**src/rtl/tdm_tx_chan_sel.sv**
```systemverilog
module tdm_tx_chan_sel #(
  parameter int NCH = 128,
  parameter int BLK = 16
) (
  input  logic        clk,
  input  logic        rst_n,
  input  logic        fsync,
  input  logic        slot_stb,
  input  logic        ctrl_we,
  input  logic [15:0] ctrl_wdata,
  output logic [15:0] ctrl_rdata,
  input  logic        en_we,
  input  logic [2:0]  en_addr,
  input  logic [15:0] en_wdata,
  input  logic [1:0]  rx_blk_a,
  input  logic [1:0]  rx_blk_b,
  output logic        tx_en,
  output logic        tx_mask,
  output logic [2:0]  cur_blk
);
  localparam int CW   = $clog2(NCH);
  localparam int BW   = $clog2(BLK);
  localparam int NBLK = NCH / BLK;

  logic [1:0]    mode_q, fa_q, fb_q;
  logic          part8_q;
  logic [CW-1:0] ch_q;
  logic [BLK-1:0] en_q [NBLK];

  always_ff @(posedge clk or negedge rst_n) begin
    if (!rst_n) begin
      mode_q  <= '0;
      fa_q    <= '0;
      fb_q    <= '0;
      part8_q <= 1'b0;
    end else if (ctrl_we) begin
      mode_q  <= ctrl_wdata[1:0];
      fa_q    <= ctrl_wdata[3:2];
      fb_q    <= ctrl_wdata[5:4];
      part8_q <= ctrl_wdata[6];
    end
  end

  always_ff @(posedge clk or negedge rst_n) begin
    if (!rst_n)        ch_q <= '0;
    else if (fsync)    ch_q <= '0;
    else if (slot_stb) ch_q <= ch_q + 1'b1;
  end

  for (genvar i = 0; i < NBLK; i++) begin : g_en
    always_ff @(posedge clk or negedge rst_n) begin
      if (!rst_n)                             en_q[i] <= '0;
      else if (en_we && en_addr == 3'(i))     en_q[i] <= en_wdata;
    end
  end

  assign ctrl_rdata = {9'd0, part8_q, fb_q, fa_q, mode_q};

  logic [2:0]    blk;
  logic [BW-1:0] idx;
  logic [1:0]    pa, pb;
  logic          hit_a, hit_b, sel;

  assign blk     = ch_q[CW-1:BW];
  assign idx     = ch_q[BW-1:0];
  assign cur_blk = blk;
  assign pa      = (mode_q == 2'b11) ? rx_blk_a : fa_q;
  assign pb      = (mode_q == 2'b11) ? rx_blk_b : fb_q;
  assign hit_a   = (blk == {pa, 1'b0});
  assign hit_b   = (blk == {pb, 1'b1});

  always_comb begin
    if (part8_q)    sel = en_q[blk][idx];
    else if (hit_a) sel = en_q[0][idx];
    else if (hit_b) sel = en_q[1][idx];
    else            sel = 1'b0;
  end

  always_comb begin
    case (mode_q)
      2'b00:   begin tx_en = 1'b1; tx_mask = 1'b0; end
      2'b10:   begin tx_en = 1'b1; tx_mask = ~sel; end
      default: begin tx_en = sel;  tx_mask = 1'b0; end
    endcase
  end
endmodule


```
**config.mk**
```make
export PLATFORM = sky130hd
export DESIGN_NAME = tdm_tx_chan_sel
export DESIGN_NICKNAME = d
export VERILOG_FILES = /design/src/rtl/tdm_tx_chan_sel.sv
export SDC_FILE = /design/constraint.sdc
export NUM_CORES = 1
export LEC_CHECK = 0
export BUFFER_PORTS_ARGS = -buffer_cell sky130_fd_sc_hd__buf_2
export CORE_MARGIN = 4
export CORE_UTILIZATION = 54
export DETAILED_ROUTE_END_ITERATION = 10
export GPL_TIMING_DRIVEN = 0
export PLACE_DENSITY = 0.76
export SYNTH_ARGS = -nofsm -noshare
export SYNTH_HDL_FRONTEND = slang
export SYNTH_SLANG_ARGS = --single-unit
```
**constraint.sdc**
```tcl
create_clock -name clk -period 2.1 [get_ports clk]
set_clock_uncertainty 0.15 [all_clocks]
set_input_delay 0.105 -clock clk [delete_from_list [all_inputs] [get_ports clk]]
set_output_delay 0.105 -clock clk [all_outputs]
set_load 0.02 [all_outputs]
```
==> impl_results.md, run 1 <==
* Status: complete, but fails checks
* Violated checks: negative setup slack
* F_max at around 310 MHz
* Die area at ~0.015 mm^2
* Post-route ant nets at 0
* Tcrit/Tclk final at 152%
* Total wire length at roughly 17 mm
* Root Buffer: clkbuf_16
* Vias/cell at between 5 and 6
* Longest Clk Path Bufs at 2
* Die height at between 100 and 150 um
* Post-synth EDFFs at 0
* Std-Cell Core Area at 0.0127 mm^2
* Commonest non-fill, non-tap cell in the layout: dfrtp_1
* Top post-synthesis cells by area: dfrtp_1, mux2_2, mux4_2, mux4_1, mux2i_1
* RSZ-0062 raised after global routing: yes
* Final min period at approximately 3.2 ns
* Initial Util at 55.3%
* Worst setup SP type: flip-flop
* Hold_ws at ~0.056 ns
* Sequential area share after synthesis at around half
* P&R area growth vs syn at 22.4%
* Layout cells sized above 1 at between 40% and 50%
* Final Worst Setup Slack at -1.10 ns
* Clock sink count at approximately 140
* Max Cap Viol at 0
* Global-route wire length before repair at 27.2 mm
* TritonCTS Buffers at 17
* Wire length per cell at 22.2 um
* Largest net degree at the start of global routing at 88
* Syn Inst Count at 469
* Synthesized area at ~0.0070 mm^2
* Yosys top cell by area: dfrtp_1
* Library cells used by synthesis at 44
* Crit path from: ch_q[4]
* GR Overflow Total at 0
* Design Area, Final at approximately 0.0086 mm^2
* Vias in the first global route at between 4000 and 5000
* FF+latch count, synth at between 100 and 150
* Die W at between 100 and 150 um
* DR iter-0 viols at roughly 370
* Fin Setup TNS at -2.16 ns
* Delay of the slowest critical-path stage at approximately 0.5 ns
* Diode count at 0
* Initial antenna violation count at 0
* Synth warnings at 0
* Row cnt at 41
* Syn_area_per_cell at roughly 15 um^2
* Commonest cells after routing, fill and taps aside: dfrtp_1, mux2_2, buf_2, mux4_2, dlygate4sd3_1
* Worst path required time at about 1.9 ns
* Gpl congestion at around 0.94
* Leakage power at 0.00361 uW
* CTS tree: built
* # IOs at between 60 and 70
* Ys flop type: dfrtp_1
* Least-Margin Pin Slew at roughly 1 ns
* Dpl hpwl at 11.1 mm
* H-tree depth at 4
* Port buffer count at 42
* Normalized max-slew margin at around 33%
* Final Hold Viols at 0
* Worst hold path class: in2async
* CP max-delay cell: mux4_2
* DR DRC count at 0
* Footprint of the multi-input gates at around 0.0032 mm^2
* Crit path max fanout at 5
* Clock Latency Late Sink at around 0.42 ns
* Via Count at ~4600
* Total GRT Usage at 24.4%
* Final setup fails at 2
* FFs w/ async S/R, synth at between 90% and 100%
* Worst-path clk slew at about 0.07 ns
* P per Cell Area at about 970 mW/mm^2
* Share of the synthesized area in the top cell type at between 50% and 60%
* Final nets at 624
* Area after DPL at between 0.007 and 0.008 mm^2
* WS Path Type: reg2out
* Pre-CTS setup slack at -0.876 ns
* FF-to-FF Start: ch_q[0]
* WP buf/inv at 3
* Setup crit end kind: primary output
* Slew Viols, Final at 0
* Fillers at about 870
* Critical Path AT at between 2 and 3 ns
* VDD IR max at between 0.5 and 0.6 mV
* Worst path top cell family by delay: multiplexers
* Register cell area after layout at around 0.0036 mm^2
* Drt first pass iters at 5
* Cell Chain, Critical Path: buf_6 > buf_4 > mux4_2 > mux4_2 > or2_0 > a31o_1 > a311oi_4 > buf_6
[state kept, by name (all words and copies together), names as in the netlist]
register  cells
ch_q          7
en_q        128
fa_q          2
fb_q          2
mode_q        2
part8_q       1
[report_power, final]
part	internal (uW)	switching, uW
combinational	847	553
sequential	3300	353
clock	2010	1230
[synthesized netlist by cell type (all sizes together) (5+ instances only)]
master / count
mux4: 38
nor2: 7
nand2: 12
or3: 6
clkbuf: 16
dfrtp: 142
inv: 5
nand4b: 6
mux2i: 21
o21ai: 5
buf: 27
xnor2: 5
mux2: 133
[stage by stage]
stage | utilization [%] | instances | power, uW
after global placement | 59.0 | 691 | 4880
final | 67.7 | 763 | 8280
after floorplan | - | 477 | 4530
after CTS | 67.6 | 762 | 8310
after global routing | 67.7 | 763 | 8620
after detailed placement | 59.3 | 692 | 5000
[final cells by class]
cell class	count	share of cell area, %
timing repair buffer	83	7.38
clock buffer	17	4.96
sequential	142	41.4
inverter	5	0.219
tap	172	2.51
multi-input combinational	287	37.7
buffer	42	3.33
clock inverter	15	2.46
[cell families (layout without fill, tap and decap cells)]
group / count (synthesis) / count (layout) / share of synthesized area [%]
AOI/OAI and AO/OA: 25 / 25 / 2.62
xor gates and xnor gates: 8 / 8 / 1.00
adders and majority gates: 1 / 1 / 0.178
buffers and inverters: 48 / 162 / 4.02
DFF: 142 / 142 / 50.7
muxes: 192 / 192 / 37.3
other: 1 / 9 / 0.0535
and+or+nand+nor: 52 / 52 / 4.11
[routing by layer]
metal | global-route usage, % | part of all wire, % | vias up
met5 | 0 | 0 | -
met4 | 10.3 | 3.1 | 0
met3 | 4.22 | 5.0 | 32
met2 | 39.6 | 48 | 149
met1 | 32.9 | 44 | 2417
li1 | - | - | 1974
[final timing paths]
check,endpoint,slack (ns),cells after the start
max,tx_mask,-1.10,8
max in group asynchronous,en_q[69],0.94,3
max reg2reg,ch_q[5],0.07,5
min reg2reg,en_q[11],0.35,1
min in group clk,fb_q[1],0.06,2
min,en_q[42],0.06,2
[what timing repair did]
action                                 CTS  global route
setup endpoints to repair               33             2
setup buffers                            7             1
gates resized for setup                 25             3
hold buffers                            32             0
pin swaps                                4             1
endpoints found under the hold margin  204             0
Note: power is estimated with default switching activity, not from simulation.
==> run 2, diff against run 1 <==
--- a/config.mk
+++ b/config.mk
@@ -11,6 +11,8 @@
 export DETAILED_ROUTE_END_ITERATION = 10
 export GPL_TIMING_DRIVEN = 0
 export PLACE_DENSITY = 0.76
+export SETUP_SLACK_MARGIN = 0.05
+export SKIP_CTS_REPAIR_TIMING = 1
 export SYNTH_ARGS = -nofsm -noshare
 export SYNTH_HDL_FRONTEND = slang
 export SYNTH_SLANG_ARGS = --single-unit
==> impl_results.md, run 2 (synthesis gave the netlist of run 1 again) <==
* Status: complete, but fails checks (unchanged)
* Violated checks: negative hold slack, negative setup slack (was negative setup slack)
* Via Count at 4569 (was 4572)
* Worst setup SP type: flip-flop (unchanged)
* Die height at 122 um (unchanged)
* Least-Margin Pin Slew at 0.996 ns (was 0.998 ns)
* Worst path required time at 1.85 ns (about the same)
* Root Buffer: clkbuf_16 (unchanged)
* WS Path Type: reg2out (unchanged)
* RSZ-0062 raised after global routing: yes (unchanged)
* P per Cell Area at 960 mW/mm^2 (was 966 mW/mm^2)
* Vias in the first global route at 4648 (was 4865)
* Vias/cell at 5.96 (was 5.99)
* DP Cell Count at 692 (unchanged)
* Normalized max-slew margin at 33.6% (was 33.4%)
* Switching Share at 25.9% (was 25.7%)
* Final nets at 628 (was 624)
* Non-Filler Instances at 767 (was 763)
* Area after DPL at 0.00751 mm^2 (unchanged)
* Clock Latency Late Sink at 0.42 ns (about the same)
* TritonCTS Buffers at 17 (unchanged)
* Largest net degree at the start of global routing at 88 (unchanged)
* CTS tree: built (unchanged)
* Wire length per cell at 22.2 um (about the same)
* Worst hold path class: in2reg (was in2async)
* VDD IR max at 0.538 mV (was 0.539 mV)
* Final Hold Viols at 2 (was 0)
* Power consumption at 8320 uW (was 8280 uW)
* Die area at 0.0149 mm^2 (unchanged)
* Crit path max fanout at 8 (was 5)
* Slew Viols, Final at 0 (unchanged)
* Longest Clk Path Bufs at 2 (unchanged)
* DR DRC count at 0 (unchanged)
* Initial antenna violation count at 0 (unchanged)
* Part of the power in registers at 43.9% (was 44.1%)
* Design Area, Final at 0.00866 mm^2 (was 0.00858 mm^2)
* Biggest regs: en_q (128), ch_q (7) (unchanged)
* Total GRT Usage at 23.4% (was 24.4%)
* Clk pwr share at 38.9% (was 39.0%)
* Hold_ws at -0.0273 ns (was 0.0558 ns)
* Critical Path AT at 2.99 ns (was 2.94 ns)
* Drt first pass iters at 4 (was 5)
* Leakage power at 0.00365 uW (was 0.00361 uW)
* Layout cells sized above 1 at 50.3% (was 48.9%)
* GR Overflow Total at 0 (unchanged)
* Row cnt at 41 (unchanged)
* Commonest non-fill, non-tap cell in the layout: dfrtp_1 (unchanged)
* Die W at 122 um (unchanged)
* F_max at 308 MHz (was 313 MHz)
* Clock sink count at 142 (unchanged)
* P&R area growth vs syn at 23.6% (was 22.4%)
* Gpl congestion at 0.937 (unchanged)
* Reg with most FFs: en_q (unchanged)
* Part of the power in combinational logic at 17.2% (was 16.9%)
* Commonest cells after routing, fill and taps aside: dfrtp_1, mux2_2, buf_2, mux4_2, dlygate4sd3_1 (unchanged)
* Diode count at 0 (unchanged)
* Max reg flops at 128 (unchanged)
* Total wire length at 17.0 mm (was 16.9 mm)
* Final setup fails at 2 (unchanged)
* Port buffer count at 42 (unchanged)
* Initial Util at 55.3% (unchanged)
* Tcrit/Tclk final at 155% (was 152%)
* Final Worst Setup Slack at -1.15 ns (was -1.10 ns)
* Global-route wire length before repair at 26.0 mm (was 27.2 mm)
* # IOs at 66 (unchanged)
* Psw at 2150 uW (was 2130 uW)
* Dpl hpwl at 11.1 mm (unchanged)
* Max Cap Viol at 0 (unchanged)
* H-tree depth at 4 (unchanged)
* DR iter-0 viols at 418 (was 371)
* Std-Cell Core Area at 0.0127 mm^2 (unchanged)
* Final min period at 3.25 ns (was 3.20 ns)
* Post-route ant nets at 0 (unchanged)
* Internal at 6160 uW (was 6150 uW)
* Worst-path clk slew at 0.07 ns (about the same)
* Setup crit end kind: primary output (unchanged)
==> run 2: critical path: stages, from the launching register on <==
cell      delay [ns]
dfrtp_1         0.38
buf_6           0.18
buf_4           0.13
mux4_2          0.50
mux4_2          0.49
or2_0           0.22
a31o_1          0.28
a311oi_4        0.23
buf_6           0.16
==> run 2: layout make-up <==
class,count,area [um^2]
sequential,142,3550
tap,172,215
inverter,5,18.8
multi-input combinational,287,3270
timing repair buffer,86,673
buffer,43,299
clock buffer,17,425
clock inverter,15,211
fill,853,4010
==> run 2: power groups by stage <==
stage | clock, uW | combinational [uW] | sequential, uW
after floorplan | 0 | 982 | 3550
after global placement | 0 | 1260 | 3620
after detailed placement | 0 | 1320 | 3680
after CTS | 3280 | 1330 | 3630
after global routing | 3400 | 1540 | 3700
final | 3240 | 1430 | 3650
==> run 2: worst paths after layout <==
check | startpoint | to | slack, ns | cells past startpoint
setup / recovery | ch_q[4] | tx_mask | -1.15 | 8
hold / removal | ctrl_we | part8_q | -0.03 | 2
setup reg to reg | ch_q[0] | ch_q[5] | 0.18 | 6
hold reg to reg | en_q[11] | en_q[11] | 0.35 | 1
max in group asynchronous | rst_n | en_q[49] | 0.93 | 3
min in group asynchronous | rst_n | en_q[42] | 0.07 | 2
==> run 2: per-stage QoR <==
| step | setup slack (ns) | TNS [ns] | hold slack [ns] | utilization, % |
|---|---|---|---|---|
| global placement | -1.03 | -169.58 | 0.169 | 59.0 |
| floorplan | -0.413 | -0.716 | -0.341 | - |
| detailed placement | -0.876 | -23.10 | -0.0499 | 59.3 |
| global route | -1.21 | -2.37 | 0.0239 | 68.4 |
| finish | -1.15 | -2.26 | -0.0273 | 68.4 |
| CTS | -1.35 | -5.14 | -0.495 | 64.3 |
==> run 2: per-layer routing <==
| layer | wire [um] | global-route usage, % | vias up |
|---|---|---|---|
| met5 | 0 | 0 | - |
| met4 | 333 | 9.66 | 0 |
| met3 | 885 | 4.09 | 23 |
| met2 | 8300 | 37.3 | 147 |
| met1 | 7470 | 32.3 | 2420 |
| li1 | - | - | 1979 |
==> run 3, diff against run 2 <==
--- a/config.mk
+++ b/config.mk
@@ -10,9 +10,10 @@
 export CORE_UTILIZATION = 54
 export DETAILED_ROUTE_END_ITERATION = 10
 export GPL_TIMING_DRIVEN = 0
-export PLACE_DENSITY = 0.76
+export PLACE_DENSITY = 0.8
 export SETUP_SLACK_MARGIN = 0.05
 export SKIP_CTS_REPAIR_TIMING = 1
+export SLEW_MARGIN = 20
 export SYNTH_ARGS = -nofsm -noshare
 export SYNTH_HDL_FRONTEND = slang
 export SYNTH_SLANG_ARGS = --single-unit
==> impl_results.md, run 3 (synthesis gave the netlist of run 1 again) <==
* Largest net degree at the start of global routing at 73 (was 88)
* DR iter-0 viols at 362 (was 418)
* Status: complete, but fails checks (unchanged)
* VDD IR max at 0.587 mV (was 0.538 mV)
* Global-route wire length before repair at 26.3 mm (was 26.0 mm)
* Gpl congestion at 0.870 (was 0.937)
* Least-Margin Pin Slew at 0.993 ns (was 0.996 ns)
* Initial antenna violation count at 0 (unchanged)
* P&R area growth vs syn at 22.7% (was 23.6%)
* Slew Viols, Final at 0 (unchanged)
* Via Count at 4552 (was 4569)
* Internal at 6120 uW (was 6160 uW)
* Fillers at 843 (was 853)
* Max Cap Viol at 0 (unchanged)
* Biggest regs: en_q (128), ch_q (7) (unchanged)
* Row cnt at 41 (unchanged)
* Critical Path AT at 3.01 ns (was 2.99 ns)
* Setup crit end kind: primary output (unchanged)
* Final min period at 3.26 ns (was 3.25 ns)
* Final Hold Viols at 3 (was 2)
* H-tree depth at 4 (unchanged)
* Worst hold path class: in2reg (unchanged)
* CP max-delay cell: mux4_1 (was mux4_2)
* Total wire length at 16.9 mm (was 17.0 mm)
* Hold_ws at -0.0329 ns (was -0.0273 ns)
* WS Path Type: reg2out (unchanged)
* TritonCTS Buffers at 17 (unchanged)
* Crit path max fanout at 10 (was 8)
* Clock Latency Late Sink at 0.42 ns (about the same)
* Reg2reg path depth at 6 (unchanged)
* Tcrit/Tclk final at 155% (about the same)
* Leakage power at 0.00364 uW (was 0.00365 uW)
* Pre-CTS setup slack at -0.895 ns (was -0.876 ns)
* Footprint of the multi-input gates at 0.00325 mm^2 (was 0.00327 mm^2)
* P per Cell Area at 951 mW/mm^2 (was 960 mW/mm^2)
* Final nets at 625 (was 628)
* Reg with most FFs: en_q (unchanged)
* Part of the power in combinational logic at 17.1% (was 17.2%)
* Delay of the slowest critical-path stage at 0.55 ns (was 0.50 ns)
* Normalized max-slew margin at 33.8% (was 33.6%)
* Total GRT Usage at 23.9% (was 23.4%)
* CTS tree: built (unchanged)
* Die W at 122 um (unchanged)
* Post-route ant nets at 0 (unchanged)
* Clk pwr share at 38.4% (was 38.9%)
* Vias in the first global route at 4677 (was 4648)
* Part of the power in registers at 44.5% (was 43.9%)
* DR DRC count at 0 (unchanged)
* Psw at 2060 uW (was 2150 uW)
* Dpl hpwl at 10.9 mm (was 11.1 mm)
* Vias/cell at 5.96 (about the same)
* # IOs at 66 (unchanged)
* Hold depth at 3 (was 2)
* Commonest cells after routing, fill and taps aside: dfrtp_1, mux2_2, buf_2, mux4_2, buf_4 (was dfrtp_1, mux2_2, buf_2, mux4_2, dlygate4sd3_1)
* Worst path required time at 1.85 ns (about the same)
* Layout cells sized above 1 at 49.2% (was 50.3%)
* Drt first pass iters at 5 (was 4)
* Max reg flops at 128 (unchanged)
* Die height at 122 um (unchanged)
* Die area at 0.0149 mm^2 (unchanged)
* Commonest non-fill, non-tap cell in the layout: dfrtp_1 (unchanged)
* Std-Cell Core Area at 0.0127 mm^2 (unchanged)
* Clock sink count at 142 (unchanged)
* Switching Share at 25.2% (was 25.9%)
* Power consumption at 8180 uW (was 8320 uW)
* F_max at 306 MHz (was 308 MHz)
* Final Core Density at 67.9% (was 68.4%)
* Root Buffer: clkbuf_16 (unchanged)
* Final Worst Setup Slack at -1.16 ns (was -1.15 ns)
* GR Overflow Total at 0 (unchanged)
* Cell Chain, Critical Path: buf_6 > buf_12 > buf_12 > mux4_1 > mux2i_2 > o22ai_1 > a211oi_2 > o31ai_4 > a311oi_4 > buf_6 (was buf_6 > buf_4 > mux4_2 > mux4_2 > or2_0 > a31o_1 > a311oi_4 > buf_6)
* Initial Util at 55.3% (unchanged)
* Longest Clk Path Bufs at 2 (unchanged)
* RSZ-0062 raised after global routing: yes (unchanged)
* Worst setup SP type: flip-flop (unchanged)
* Register cell area after layout at 0.00355 mm^2 (unchanged)
* Worst-path clk slew at 0.06 ns (was 0.07 ns)
* Violated checks: negative hold slack, negative setup slack (unchanged)
* Port buffer count at 42 (unchanged)
* Wire length per cell at 22.2 um (about the same)
* Final setup fails at 3 (was 2)
* Diode count at 0 (unchanged)
[run 3: cell types whose count changed in the layout (fill, tap and decap cells not counted), moves of 2 or more]
cell,delta
mux4_2,-3
clkinv_4,+2
mux4_1,+3
clkbuf_4,-3
buf_2,+2
inv_6,-4
clkinvlp_4,-2
buf_8,+4
dlygate4sd3_1,-3
clkinv_2,+3
buf_6,-5
[run 3: critical path: cells and delay by family, from the launching register on]
family	cells	cell delay [ns]
flip-flops	1	0.36
buffers and inverters	4	0.56
AO/OA/AOI/OAI	4	0.85
multiplexers	2	0.80
[run 3: area by class of cell]
class,instances,share of cell area (%)
Sequential cell,142,41.3
Multi-Input combinational cell,287,37.8
Timing Repair Buffer,83,7.40
Clock buffer,18,4.99
Buffer,43,3.55
Tap cell,172,2.50
Clock inverter,14,2.25
Inverter,5,0.218
[run 3: path summary, 6_finish.rpt]
kind	start	endpoint	slack (ns)
worst max register to register	ch_q[0]	ch_q[5]	-0.27
worst min-delay path	ctrl_we	mode_q[1]	-0.03
min in group asynchronous	rst_n	en_q[32]	0.09
worst max-delay path	ch_q[4]	tx_mask	-1.16
worst min register to register	en_q[68]	en_q[68]	0.35
max in group asynchronous	rst_n	en_q[60]	0.97
[run 3: power by group through the flow]
| stage | clock network, uW | logic (uW) | registers, uW |
|---|---|---|---|
| after global routing | 3310 | 1510 | 3700 |
| after detailed placement | 0 | 1320 | 3670 |
| final | 3140 | 1400 | 3640 |
| after floorplan | 0 | 982 | 3550 |
| after global placement | 0 | 1250 | 3610 |
| after CTS | 3170 | 1330 | 3630 |
[run 3: routing by layer]
layer  part of all wire (%)  up-vias  track usage [%]
met5                      0        -                0
met4                    2.4        0             9.31
met3                    9.0       31             8.77
met2                     48      187             36.7
met1                     41     2352             31.2
li1                       -     1982                -
[run 3: stage by stage]
step | instance area, um^2 | instances | setup TNS (ns)
global placement | 7480 | 691 | -166.23
floorplan | 7050 | 477 | -0.716
CTS | 8150 | 724 | -2.78
detailed placement | 7530 | 692 | -17.27
global route | 8600 | 764 | -2.78
finish | 8600 | 764 | -2.56
